$ cat config.mk
export PLATFORM = sky130hd
export DESIGN_NAME = mdio_bridge
export DESIGN_NICKNAME = d
export VERILOG_FILES = /design/src/rtl/mdio_pkg.sv /design/src/rtl/mdio_mdc_gen.sv /design/src/rtl/mdio_frame_tx.sv /design/src/rtl/mdio_bridge.sv
export SDC_FILE = /design/constraint.sdc
export NUM_CORES = 1
export LEC_CHECK = 0
export BUFFER_PORTS_ARGS = -buffer_cell sky130_fd_sc_hd__buf_2
export CAP_MARGIN = 20
export CORE_UTILIZATION = 45
export DETAILED_ROUTE_END_ITERATION = 10
export MAX_ROUTING_LAYER = met4
export PLACE_DENSITY = 0.68
export SYNTH_ARGS = -nofsm -noshare
export SYNTH_HDL_FRONTEND = slang
export SYNTH_SLANG_ARGS = --single-unit
$ cat constraint.sdc
create_clock -name clk -period 1.9 [get_ports clk]
set_input_delay 0.19 -clock clk [delete_from_list [all_inputs] [get_ports clk]]
set_output_delay 0.19 -clock clk [all_outputs]
set_load 0.02 [all_outputs]
$ cat src/rtl/mdio_pkg.sv
package mdio_pkg;
  localparam int FRAME_BITS = 64;
  localparam int TA_FIRST   = 46;
  localparam int DATA_FIRST = 48;

  typedef enum logic [1:0] {
    OP_WR = 2'b01,
    OP_RD = 2'b10
  } mdio_op_e;

  function automatic logic [FRAME_BITS-1:0] build_frame(
    input logic        is_rd,
    input logic [4:0]  phy,
    input logic [4:0]  regad,
    input logic [15:0] wd
  );
    mdio_op_e op;
    op = is_rd ? OP_RD : OP_WR;
    return {32'hFFFF_FFFF, 2'b01, op, phy, regad,
            (is_rd ? 2'b11 : 2'b10), (is_rd ? 16'hFFFF : wd)};
  endfunction
endpackage

$ cat src/rtl/mdio_mdc_gen.sv
module mdio_mdc_gen #(
  parameter int HALF = 10
) (
  input  logic clk,
  input  logic rst_n,
  input  logic start,
  input  logic run,
  output logic mdc,
  output logic rise_evt,
  output logic bit_end
);
  localparam int CW = (2 * HALF > 1) ? $clog2(2 * HALF) : 1;
  localparam logic [CW-1:0] RISE_AT = CW'(HALF - 1);
  localparam logic [CW-1:0] END_AT  = CW'(2 * HALF - 1);

  logic [CW-1:0] cnt;

  always_ff @(posedge clk or negedge rst_n) begin
    if (!rst_n) begin
      cnt <= '0;
      mdc <= 1'b0;
    end else if (start) begin
      cnt <= '0;
      mdc <= 1'b0;
    end else if (run) begin
      if (cnt == END_AT) begin
        cnt <= '0;
        mdc <= 1'b0;
      end else begin
        cnt <= cnt + 1'b1;
        if (cnt == RISE_AT) mdc <= 1'b1;
      end
    end
  end

  assign rise_evt = run && (cnt == RISE_AT);
  assign bit_end  = run && (cnt == END_AT);
endmodule

$ cat src/rtl/mdio_frame_tx.sv
module mdio_frame_tx
  import mdio_pkg::*;
(
  input  logic                  clk,
  input  logic                  rst_n,
  input  logic                  start,
  input  logic [FRAME_BITS-1:0] frame_in,
  input  logic                  is_rd_in,
  input  logic                  run,
  input  logic                  bit_end,
  output logic                  mdio_out,
  output logic                  mdio_oe,
  output logic                  last_bit,
  output logic                  in_data
);
  localparam int IW = $clog2(FRAME_BITS);

  logic [FRAME_BITS-1:0] sh;
  logic [IW-1:0]         idx;
  logic                  rd_q;

  always_ff @(posedge clk or negedge rst_n) begin
    if (!rst_n) begin
      sh   <= '0;
      idx  <= '0;
      rd_q <= 1'b0;
    end else if (start) begin
      sh   <= frame_in;
      idx  <= '0;
      rd_q <= is_rd_in;
    end else if (bit_end) begin
      sh  <= {sh[FRAME_BITS-2:0], 1'b0};
      idx <= idx + 1'b1;
    end
  end

  assign mdio_out = sh[FRAME_BITS-1];
  assign mdio_oe  = run && !(rd_q && (idx >= IW'(TA_FIRST)));
  assign last_bit = (idx == IW'(FRAME_BITS - 1));
  assign in_data  = (idx >= IW'(DATA_FIRST));
endmodule

$ cat src/rtl/mdio_bridge.sv
module mdio_bridge
  import mdio_pkg::*;
#(
  parameter int           CLK_HZ     = 50_000_000,
  parameter int           MDC_MAX_HZ = 2_500_000,
  parameter logic [4:0]   PHY_ADDR   = 5'd1,
  parameter int           ADDR_W     = 8,
  parameter logic [7:0]   REG_OFFSET = 8'h60
) (
  input  logic              clk,
  input  logic              rst_n,
  input  logic              host_wr,
  input  logic [ADDR_W-1:0] host_addr,
  input  logic [31:0]       host_wdata,
  output logic [31:0]       host_rdata,
  output logic              mdc,
  output logic              mdio_out,
  output logic              mdio_oe,
  input  logic              mdio_in
);
  localparam int HALF = (CLK_HZ + 2 * MDC_MAX_HZ - 1) / (2 * MDC_MAX_HZ);

  logic        busy, is_rd, flag_q;
  logic [4:0]  regad;
  logic [15:0] data_q, rx_sh;
  logic        hit, accept, rise_evt, bit_end, last_bit, in_data;
  logic        unused_wdata;

  assign hit          = (host_addr == ADDR_W'(REG_OFFSET));
  assign accept       = host_wr && hit && !busy;
  assign unused_wdata = ^host_wdata[30:21];

  mdio_mdc_gen #(.HALF(HALF)) u_clk (
    .clk(clk), .rst_n(rst_n), .start(accept), .run(busy),
    .mdc(mdc), .rise_evt(rise_evt), .bit_end(bit_end)
  );

  mdio_frame_tx u_tx (
    .clk(clk), .rst_n(rst_n), .start(accept),
    .frame_in(build_frame(!host_wdata[31], PHY_ADDR, host_wdata[20:16], host_wdata[15:0])),
    .is_rd_in(!host_wdata[31]), .run(busy), .bit_end(bit_end),
    .mdio_out(mdio_out), .mdio_oe(mdio_oe), .last_bit(last_bit), .in_data(in_data)
  );

  always_ff @(posedge clk or negedge rst_n) begin
    if (!rst_n) begin
      busy   <= 1'b0;
      is_rd  <= 1'b0;
      flag_q <= 1'b0;
      regad  <= '0;
      data_q <= '0;
      rx_sh  <= '0;
    end else if (accept) begin
      busy   <= 1'b1;
      is_rd  <= !host_wdata[31];
      flag_q <= host_wdata[31];
      regad  <= host_wdata[20:16];
      data_q <= host_wdata[15:0];
    end else if (busy) begin
      if (rise_evt && is_rd && in_data) rx_sh <= {rx_sh[14:0], mdio_in};
      if (bit_end && last_bit) begin
        busy   <= 1'b0;
        flag_q <= is_rd;
        if (is_rd) data_q <= rx_sh;
      end
    end
  end

  assign host_rdata = hit ? {flag_q, 10'b0, regad, data_q} : 32'h0;
endmodule

Word level (Yosys, flattened, before mapping). Cells that the tools add are included.

Register bits: 116. Input port bits: 44. Output and inout port bits: 35.

Add/sub/neg operators: 2. Order comparisons: 2. Eq/ne operators: 4. Multiplexer cells: 25. Bitwise gates (word level): 1. Reductions and logical operators: 21.

Operator list (number): two-way mux 64 bit (2); two-way mux 16 bit (5); two-way mux 32 bit (1); two-way mux 5 bit (3); greater-or-equal comparator 6 bit (second input constant) (2); two-way mux 6 bit (2); two-way mux 1 bit (11); logical AND 1 bit (9); == test 8 x 7 -> 1 bit (second input constant) (1); nonzero test 2 bit (4); adder 6 x 1 -> 6 bit (second input constant) (1); == test 6 bit (second input constant) (1); AND reduction 3 bit (2); adder 5 x 1 -> 5 bit (second input constant) (1); == test 5 x 4 -> 1 bit (second input constant) (1); == test 5 bit (second input constant) (1); AND reduction 2 bit (2); logical NOT 1 bit (3); nonzero test 3 bit (1); two-way mux 2 bit (1); inverter 1 bit (1).

Depth between registers and ports, before layout. Gate-level depths: netlist of the first run.

Word-level depth: 6. Depth in mapped cells: 9.

Modules after synthesis. From an unflattened synthesis of the first run, not the netlist that was laid out.

Cells, all modules: 516. Area, all modules: 5794.3 µm².

By module, submodules not included: mdio_frame_tx (instances 1, cells an instance 313, area an instance 3283.1 µm², sequential area each 1776.7 µm²); mdio_bridge (instances 1, cells an instance 165, area an instance 2147.1 µm², sequential area each 1001.0 µm²); mdio_mdc_gen (instances 1, cells an instance 38, area an instance 364.1 µm², sequential area each 150.1 µm²).

Least setup slack after synthesis of the first run. OpenSTA, ideal clock, no wires.

Path type: register to register. Start point: register u_clk.cnt[0]. End point: register u_tx.sh[16]. Library setup time: 126 ps. Data arrival time: 1708 ps. Path slack: 66 ps. Stages on the path, launching flop included: 8. Buffers on the path: 3. Cells stage by stage: dfrtp_1 ha_1 nor4bb_1 buf_2 and2_1 buf_4 buf_4 a221o_1.

Cells in the longest elaborated chain, start to end: 3.

RTL lines: from (decl) (RTL line mdio_mdc_gen.sv:16) `logic [CW-1:0] cnt;`; from (signal assigned) (RTL line mdio_mdc_gen.sv:30) `cnt <= cnt + 1'b1;`; == test 5 bit (RTL line mdio_mdc_gen.sv:37) `assign bit_end = run && (cnt == END_AT);`; logical AND 1 bit (RTL line mdio_mdc_gen.sv:37); nonzero test 2 bit (no source line); to (signal assigned) (RTL line mdio_frame_tx.sv:28) `sh <= frame_in;`; to (signal assigned) (RTL line mdio_frame_tx.sv:32) `sh <= {sh[FRAME_BITS-2:0], 1'b0};`; to (decl) (RTL line mdio_frame_tx.sv:18) `logic [FRAME_BITS-1:0] sh;`.

No other way between the ends. A chain may end at the register's enable or synchronous reset.

Worst setup path after layout of the first run.
Start point: register u_clk.cnt[0]. End point: register u_tx.sh[35].

The elaborated chain is that of the path after synthesis.

==> results_dict.tcl, run 1 <==
set metrics [dict create \
    status "finished, final reports clean" \
    dieArea_um2 11900 \
    numCtsBuffers 17 \
    port_buffers 58 \
    postSynthCellCount 514 \
    start_kind "register" \
    ys_seq_area_share_pct 56.3 \
    start_util_pct 46.9 \
    grt_overflow 0 \
    syn-cell-area_um2 5150 \
    grt_usage_pct 20.9 \
    clk-insertion-delay-late_ps 410 \
    syn2layout_area_growth_pct 24.4 \
    max_cap_violations 0 \
    placed_area_um2 5700 \
    slew_headroom_pct 58.3 \
    path_common_cell "buf_4" \
    timing.critical_path.required_ps 2160 \
    vias 3921 \
    power_mw 7.80 \
    diodes 0 \
    rows 38 \
    ant_nets 0 \
    synthFlopType "dfrtp_1" \
    crit_chain "ha_4 > nor4bb_4 > buf_4 > buf_4 > nand2_2 > buf_12 > nand2_1 > nand3_1" \
    slew_violations 0 \
    end_kind "register" \
    drive_gt1_share_pct 23.4 \
    wire_per_inst_um 15.0 \
    p_per_area_nw_per_um2 1220 \
    numClockSinks 116 \
    layout.nets 627 \
    synth-edff-count 0 \
    syn_avg_cell_area_um2 10.0 \
    crit_fanout 47 \
    first_pass_iters 4 \
    gp_congestion 0.746 \
    cts_tree "built" \
    die_h_um 109 \
    finClkSkew_ps 6.24 \
    totalWireLength_um 11000 \
    cts_root_buf "clkbuf_16" \
    dpl.hpwl_um 6920 \
    worst-setup-path-type "register to register" \
    post-route-period-util_pct 95.7 \
    placeableCoreArea_um2 11000 \
    setup_tns_ps 0 \
    cp_slowest_cell "dfrtp_1" \
    grt_pass1_vias 3882 \
    drc 0 \
    slowest_delay_ps 400 \
    cts.clk_slew.worst_paths_ps 50 \
    grt_pass1_wl_um 18300 \
    drtIter0Drc 266 \
    antenna_found_initial 0 \
    irDropWorstVdd_mv 0.759 \
    cts_buffer_depth 2 \
    synth_seq_cells 116 \
    final_common_cell "dfrtp_1" \
    hold_class "input port to register" \
    fin_crit_ps 1820 \
    die_x_um 109 \
    worstMarginPinSlew_ps 625 \
    pin_count 79 \
    max_freq_mhz 550 \
    final_cell_area_um2 6410 \
    h-tree-depth 4 \
    cp.arrival_ps 2080 \
    final_cell_mix "dfrtp_1 (116), nand2_1 (100), nand3_1 (67)" \
    p_leak_nw 3.23 \
    synth.yosys.warnings 0 \
    hold_viol 0 \
    grt_max_degree 117 \
    async_reset_ff_share_pct 100 \
    yosysUniqueCellTypes 38 \
    setup_viol 0 \
    vias_per_cell 5.35 \
]
## per-stage QoR
stage / worst slack, ps / utilization (%) / cells / hold WS [ps]
global route: -21.7 / 58.4 / 733 / 5.21
finish: 82.6 / 58.4 / 733 / 11.7
CTS: 27.8 / 58.1 / 732 / 8.66
global placement: -2.77 / 51.9 / 697 / 327
detailed placement: 3.19 / 51.9 / 697 / 323
floorplan: 65.9 / - / 523 / -106
## per-layer routing
| metal | track usage, % | up-vias | part of all wire [%] |
|---|---|---|---|
| met3 | 5.68 | 16 | 4.0 |
| met1 | 25.9 | 1927 | 46 |
| met4 | 7.92 | 0 | 1.3 |
| li1 | - | 1894 | - |
| met2 | 32.6 | 84 | 49 |
| met5 | - | - | 0 |
## final timing paths
| path | from | endpoint | slack (ps) | depth (start not counted) |
|---|---|---|---|---|
| min in group asynchronous | rst_n | rx_sh[2]$_DFFE_PN0P_ | 400 | 3 |
| max in group asynchronous | rst_n | u_tx.sh[8]$_DFFE_PN0P_ | 1020 | 3 |
| max reg2reg | u_clk.cnt[0]$_DFFE_PN0P_ | u_tx.sh[35]$_DFFE_PN0P_ | 80 | 8 |
| max | u_clk.cnt[0]$_DFFE_PN0P_ | u_tx.sh[35]$_DFFE_PN0P_ | 80 | 8 |
| min reg2reg | regad[3]$_DFFE_PN0P_ | regad[3]$_DFFE_PN0P_ | 480 | 2 |
| min | host_wdata[18] | regad[2]$_DFFE_PN0P_ | 10 | 3 |
## registers in the layout (all words and copies together), names as in the netlist, 5 cells and up
| name | cells |
|---|---|
| u_tx.idx | 6 |
| rx_sh | 16 |
| u_clk.cnt | 5 |
| regad | 5 |
| data_q | 16 |
| u_tx.sh | 64 |
## kinds of logic after synthesis
| kind of cell | share of synthesized area (%) |
|---|---|
| AOI/OAI and AO/OA | 8.38 |
| buffers and inverters | 5.27 |
| other | 0.0728 |
| muxes | 6.80 |
| and+or+nand+nor | 21.4 |
| xor gates and xnor gates | 1.02 |
| DFF | 56.3 |
| adders and majority gates | 0.729 |
## critical path, delay by kind of cell, from the launching register on
family / cells / cell delay [ps]
adder cells (fa/ha/maj): 1 / 170
flip-flops: 1 / 400
AND/OR/NAND/NOR: 4 / 570
buffers and inverters: 3 / 500
## synthesized netlist by cell type (3+ instances only)
library cell / count / area [um^2]
mux2_2: 16 / 180
nand2_1: 101 / 379
xor2_1: 4 / 35.0
a21o_1: 3 / 22.5
buf_2: 13 / 65.1
a22o_1: 6 / 52.6
ha_1: 3 / 37.5
o21ai_0: 9 / 45.0
clkbuf_1: 18 / 67.6
inv_1: 3 / 11.3
mux2i_1: 17 / 170
a21oi_1: 18 / 90.1
buf_4: 13 / 97.6
dfrtp_1: 116 / 2900
nor2_1: 23 / 86.3
and2_1: 3 / 18.8
nand3_1: 67 / 335
and3_1: 24 / 150
a31oi_1: 4 / 25.0
o22ai_1: 15 / 93.8
o21ai_1: 15 / 75.1
## cell type report
| cell class | count | area (um^2) |
|---|---|---|
| Sequential cell | 116 | 2900 |
| Inverter | 4 | 15.0 |
| Tap cell | 140 | 175 |
| Clock inverter | 13 | 206 |
| Multi-Input combinational cell | 356 | 2070 |
| Fill cell | 917 | 4570 |
| Clock buffer | 19 | 443 |
| Timing Repair Buffer | 85 | 603 |
## where the power goes
part / total, mW / switching [mW] / leakage (nW) / internal [mW]
combinational: 0.994 / 0.512 / 1.62 / 0.482
clock: 3.48 / 1.13 / 0.313 / 2.36
sequential: 3.32 / 0.345 / 1.29 / 2.98
## timing repair
action | in CTS | in global routing
setup buffers | 0 | 1
gates cloned | 0 | 0
setup endpoints to repair | 38 | 77
gates resized for setup | 1 | 4
endpoints found under the hold margin | 118 | 0
hold buffers | 3 | 0
(Power assumes the default switching activity.)
==> run 2, diff against run 1 <==
CTS_CLUSTER_SIZE = 12   (was unset)
RECOVER_POWER = 25   (was unset)
==> run 2 against run 1 <==
  * Die area stayed put
  * Hold slack hardly changed
  * Non-clock buffer count stayed put
  * Wire length is 0.15% lower
  * Critical path depth stayed put
  * Count of clock-buffer cells in the layout stayed put
  * Cell count stayed put
  * Via count is 0.10% higher
  * Sequential cell count stayed put
  * Clock power hardly changed
  * Core utilization is 0.080 points lower
  * Sequential share of layout area is 0.062 points higher
  * Largest cell class unchanged
  * Largest power group unchanged
  * Highest routed layer unchanged
==> results_dict.tcl, run 2 (synthesis gave the netlist of run 1 again) <==
set metrics [dict create \
    status "finished, final reports clean" \
    totalWireLength_um 11000 \
    p_per_area_nw_per_um2 1220 \
    grt_max_degree 117 \
    p_leak_nw 3.22 \
    slew_violations 0 \
    worst-setup-path-type "register to register" \
    irDropWorstVdd_mv 0.759 \
    final_cell_area_um2 6400 \
    start_util_pct 46.9 \
    cts_buffer_depth 2 \
    cts.clk_slew.worst_paths_ps 50 \
    placeableCoreArea_um2 11000 \
    timing.critical_path.required_ps 2160 \
    hold_class "input port to register" \
    slew_headroom_pct 30.4 \
    wire_per_inst_um 15.0 \
    dpl.hpwl_um 6920 \
    end_kind "register" \
    fillers 917 \
    syn2layout_area_growth_pct 24.3 \
    path_common_cell "buf_4" \
    grt_pass1_vias 3882 \
    layout.nets 627 \
    fin_hold_ws_ps 11.8 \
    post-route-period-util_pct 95.6 \
    die_x_um 109 \
    ant_nets 0 \
    gp_congestion 0.746 \
    numClockSinks 116 \
    drtIter0Drc 266 \
    start_kind "register" \
    final_cell_mix "dfrtp_1 (116), nand2_1 (100), nand3_1 (67)" \
    crit_buf_inv 3 \
    first_pass_iters 4 \
    grt_usage_pct 20.9 \
    grt_overflow 0 \
    critical_path.top_delay_family "simple AND/OR/NAND/NOR gates" \
    drive_gt1_share_pct 23.4 \
    cp.arrival_ps 2080 \
    power_mw 7.80 \
    ff2ff_setup_slack_ps 80 \
    max_cap_violations 0 \
    max_freq_mhz 550 \
    numCtsBuffers 17 \
    pin_count 79 \
    regArea_um2 2900 \
    final_common_cell "dfrtp_1" \
    finClkSkew_ps 6.24 \
    h-tree-depth 4 \
    crit_chain "ha_4 > nor4bb_4 > buf_4 > buf_4 > nand2_2 > buf_12 > nand2_1 > nand3_1" \
    setup_tns_ps 0 \
    setup_viol 0 \
    grt_pass1_wl_um 18300 \
    vias 3925 \
    largest_reg_flops 64 \
    port_buffers 58 \
    cp_slowest_cell "dfrtp_1" \
    reg.largest.list "u_tx.sh: 64 flops, data_q: 16 flops, rx_sh: 16 flops" \
    crit_fanout 47 \
    drc 0 \
    antenna_found_initial 0 \
    rows 38 \
    diodes 0 \
    hold_viol 0 \
    multi_input_area_um2 2070 \
    regMostFlops "u_tx.sh" \
    cts_tree "built" \
    vias_per_cell 5.35 \
    dieArea_um2 11900 \
    slowest_delay_ps 400 \
    fin_util_pct 58.3 \
    worstMarginPinSlew_ps 1040 \
    cts_root_buf "clkbuf_16" \
    clk-insertion-delay-late_ps 410 \
    fin_crit_ps 1820 \
    placed_area_um2 5700 \
    die_h_um 109 \
]
==> run 2: cell types whose count changed in the layout (fill, tap and decap cells not counted), sizes merged <==
cell and delta:
buf -1, clkbuf +1
==> run 2: path summary, 6_finish.rpt <==
kind | startpoint | cells past startpoint | end
setup / recovery | u_clk.cnt[0]$_DFFE_PN0P_ | 8 | u_tx.sh[35]$_DFFE_PN0P_
hold / removal | host_wdata[18] | 3 | regad[2]$_DFFE_PN0P_
setup reg to reg | u_clk.cnt[0]$_DFFE_PN0P_ | 8 | u_tx.sh[35]$_DFFE_PN0P_
hold reg to reg | regad[3]$_DFFE_PN0P_ | 2 | regad[3]$_DFFE_PN0P_
max in group asynchronous | rst_n | 3 | u_tx.sh[8]$_DFFE_PN0P_
min in group asynchronous | rst_n | 3 | rx_sh[2]$_DFFE_PN0P_
==> run 2: what timing repair did <==
| item | CTS | global route |
|---|---|---|
| gates resized for setup | 1 | 4 |
| hold endpoints to repair | 118 | 0 |
| hold buffers | 3 | 0 |
| buffers inserted | 0 | 1 |
| setup endpoints to repair | 38 | 77 |
==> run 2: worst reg2reg max path, stage by stage (launching register included) <==
cell and delay [ps]:
dfrtp_1 400, ha_4 180, nor4bb_4 290, buf_4 160, buf_4 150, nand2_2 90
buf_12 190, nand2_1 120, nand3_1 90
==> run 2: layer usage <==
metal  GRT usage, %  wire [um]  up-vias
met5              -          0        -
met4           7.92        144        0
met3           5.68        441       16
met2           32.6       5390       84
met1           25.9       5010     1930
li1               -          -     1895
==> run 2: power by group <==
part | switching [mW] | internal (mW)
Clock | 1.13 | 2.36
Combinational | 0.512 | 0.479
Sequential | 0.345 | 2.98
Total | 1.98 | 5.82
==> run 2: area by class of cell <==
cell class,count,share of cell area (%)
clock inverter,13,3.22
inverter,4,0.235
tap,140,2.74
multi-input combinational,356,32.3
clock buffer,19,6.92
sequential,116,45.3
timing repair buffer,85,9.28
==> run 2: stage by stage <==
step	worst slack [ps]	cells
3_5_place_dp	3.19	697
6_report	82.8	733
4_1_cts	27.8	732
3_3_place_gp	-2.77	697
5_1_grt	-21.7	733
2_1_floorplan	65.9	523
==> run 3, diff against run 2 <==
CORE_UTILIZATION = 51   (was 45)
PLACE_DENSITY = 0.76   (was 0.68)
==> run 3 against run 2 <==
  * Register-to-register slack improved by 30 ps
  * Fmax up 0.59%
  * Critical path depth is 4 lower
  * Wire length increased by 7.6%
  * Core utilization grew 8.9 points
  * Sequential share of layout area is 1.1 points lower
  * Largest cell class unchanged
==> results_dict.tcl, run 3 (synthesis gave the netlist of run 1 again) <==
set metrics [dict create \
    multi_input_area_um2 2050 \
    ant_nets 0 \
    setup_viol 0 \
    gp_congestion 0.788 \
    grt_pass1_wl_um 18400 \
    drc 0 \
    final_cell_count_no_fill 750 \
    crit_buf_inv 1 \
    die_h_um 103 \
    slowest_delay_ps 400 \
    worst-setup-path-type "register to output port" \
    numCtsBuffers 17 \
    start_kind "register" \
    finClkSkew_ps 9.28 \
    port_buffers 58 \
    dp_cells 688 \
    drtIter0Drc 221 \
    cts_tree "built" \
    timing.critical_path.required_ps 1710 \
    fillers 711 \
    r2r_cells 7 \
    wire_per_inst_um 15.8 \
    worstMarginPinSlew_ps 856 \
    numClockSinks 116 \
    fin_crit_ps 1810 \
    slew_headroom_pct 42.9 \
    grt_max_degree 49 \
    post-route-period-util_pct 95.1 \
    min_path_cells 4 \
    antenna_found_initial 0 \
    cp.arrival_ps 1620 \
    p_leak_nw 3.29 \
    cp_slowest_cell "dfrtp_1" \
    crit_fanout 4 \
    grt_usage_pct 24.0 \
    cts.clk_slew.worst_paths_ps 60 \
    totalWireLength_um 11800 \
    hold_viol 0 \
    cts_root_buf "clkbuf_8" \
    max_cap_violations 0 \
    h-tree-depth 4 \
    cp.depth 4 \
    layout.nets 651 \
    hold_class "input port to register" \
    placeableCoreArea_um2 9770 \
    placed_area_um2 5640 \
    first_pass_iters 5 \
    fin_hold_ws_ps 41.2 \
    pin_count 79 \
    p_per_area_nw_per_um2 1180 \
    dpl.hpwl_um 6760 \
    irDropWorstVdd_mv 0.680 \
    die_x_um 103 \
    drive_gt1_share_pct 23.0 \
    syn2layout_area_growth_pct 27.5 \
    critical_path.top_delay_family "flip-flops" \
    dieArea_um2 10500 \
    regArea_um2 2900 \
    grt_pass1_vias 3934 \
    diodes 0 \
    fin_util_pct 67.2 \
    finalWorstSetupSlack_ps 93.4 \
    regMostFlops "u_tx.sh" \
    final_cell_mix "dfrtp_1 (115), nand2_1 (101), nand3_1 (67)" \
    end_kind "output port" \
    grt_overflow 0 \
    clk-insertion-delay-late_ps 510 \
    rows 36 \
    vias 4089 \
    setup_tns_ps 0 \
    start_util_pct 52.7 \
    final_cell_area_um2 6570 \
    post-place-ws_ps -34.3 \
    slew_violations 0 \
    max_freq_mhz 554 \
    reg.largest.list "u_tx.sh: 64 flops, data_q: 16 flops, rx_sh: 16 flops" \
    crit_chain "and2_1 > a21o_1 > a31oi_1 > buf_4" \
    largest_reg_flops 64 \
    power_mw 7.75 \
    final_common_cell "dfrtp_1" \
    status "finished, final reports clean" \
    cts_buffer_depth 2 \
    vias_per_cell 5.45 \
]
## run 3: cell count changes in the layout (fill, tap and decap cells not counted), moves of 2 or more
| cell | previous run | this run |
|---|---|---|
| clkbuf_2 | 0 | 2 |
| inv_6 | 0 | 3 |
| clkinvlp_4 | 2 | 5 |
| clkinv_2 | 3 | 0 |
| buf_4 | 16 | 20 |
| dlygate4sd3_1 | 3 | 24 |
| buf_12 | 7 | 5 |
## run 3: layer usage
metal	GRT usage, %	wire length, um	vias up
met5	-	0	-
met4	9.34	148	0
met3	6.37	607	19
met2	38.1	6050	143
met1	29.5	5020	1989
li1	-	-	1938
## run 3: timing repair
item                                    CTS  global route
gates cloned                              0             1
pin swaps                                 0             2
endpoints found under the hold margin    99             0
resized for setup                         1             6
endpoints found under the setup margin   64            81
hold buffers                             24             0
setup buffers                             0             5
## run 3: cell type report
cell class	instances	share of cell area [%]
clock buffers	18	6.51
clock inverters	14	3.07
inverters	4	0.228
multi-input cells	356	31.2
flip-flops and latches	116	44.2
well taps	133	2.53
repair buffers	109	12.3
## run 3: final timing paths
kind | startpoint | endpoint | slack [ps]
hold reg to reg | u_tx.sh[28]$_DFFE_PN0P_ | u_tx.sh[28]$_DFFE_PN0P_ | 490
setup / recovery | u_tx.idx[2]$_DFFE_PN0P_ | mdio_oe | 90
min in group asynchronous | rst_n | rx_sh[2]$_DFFE_PN0P_ | 340
max in group asynchronous | rst_n | busy$_DFF_PN0_ | 330
setup reg to reg | u_clk.cnt[0]$_DFFE_PN0P_ | data_q[0]$_DFFE_PN0P_ | 110
hold / removal | host_wr | u_clk.mdc$_DFFE_PN0P_ | 40
## run 3: worst reg2reg max path, delay by kind of cell, from the launching register on
family / cells / cell delay [ps]
simple gates: 2 / 440
buf+inv: 2 / 380
flops: 1 / 350
mux: 1 / 200
fa+ha+maj: 1 / 190
compound gates: 1 / 100
## run 3: where the power goes
part	total (mW)	leakage, nW	internal [mW]	switching (mW)
Sequential	3.31	1.29	2.98	0.334
Clock	3.36	0.291	2.18	1.18
Combinational	1.08	1.71	0.522	0.553
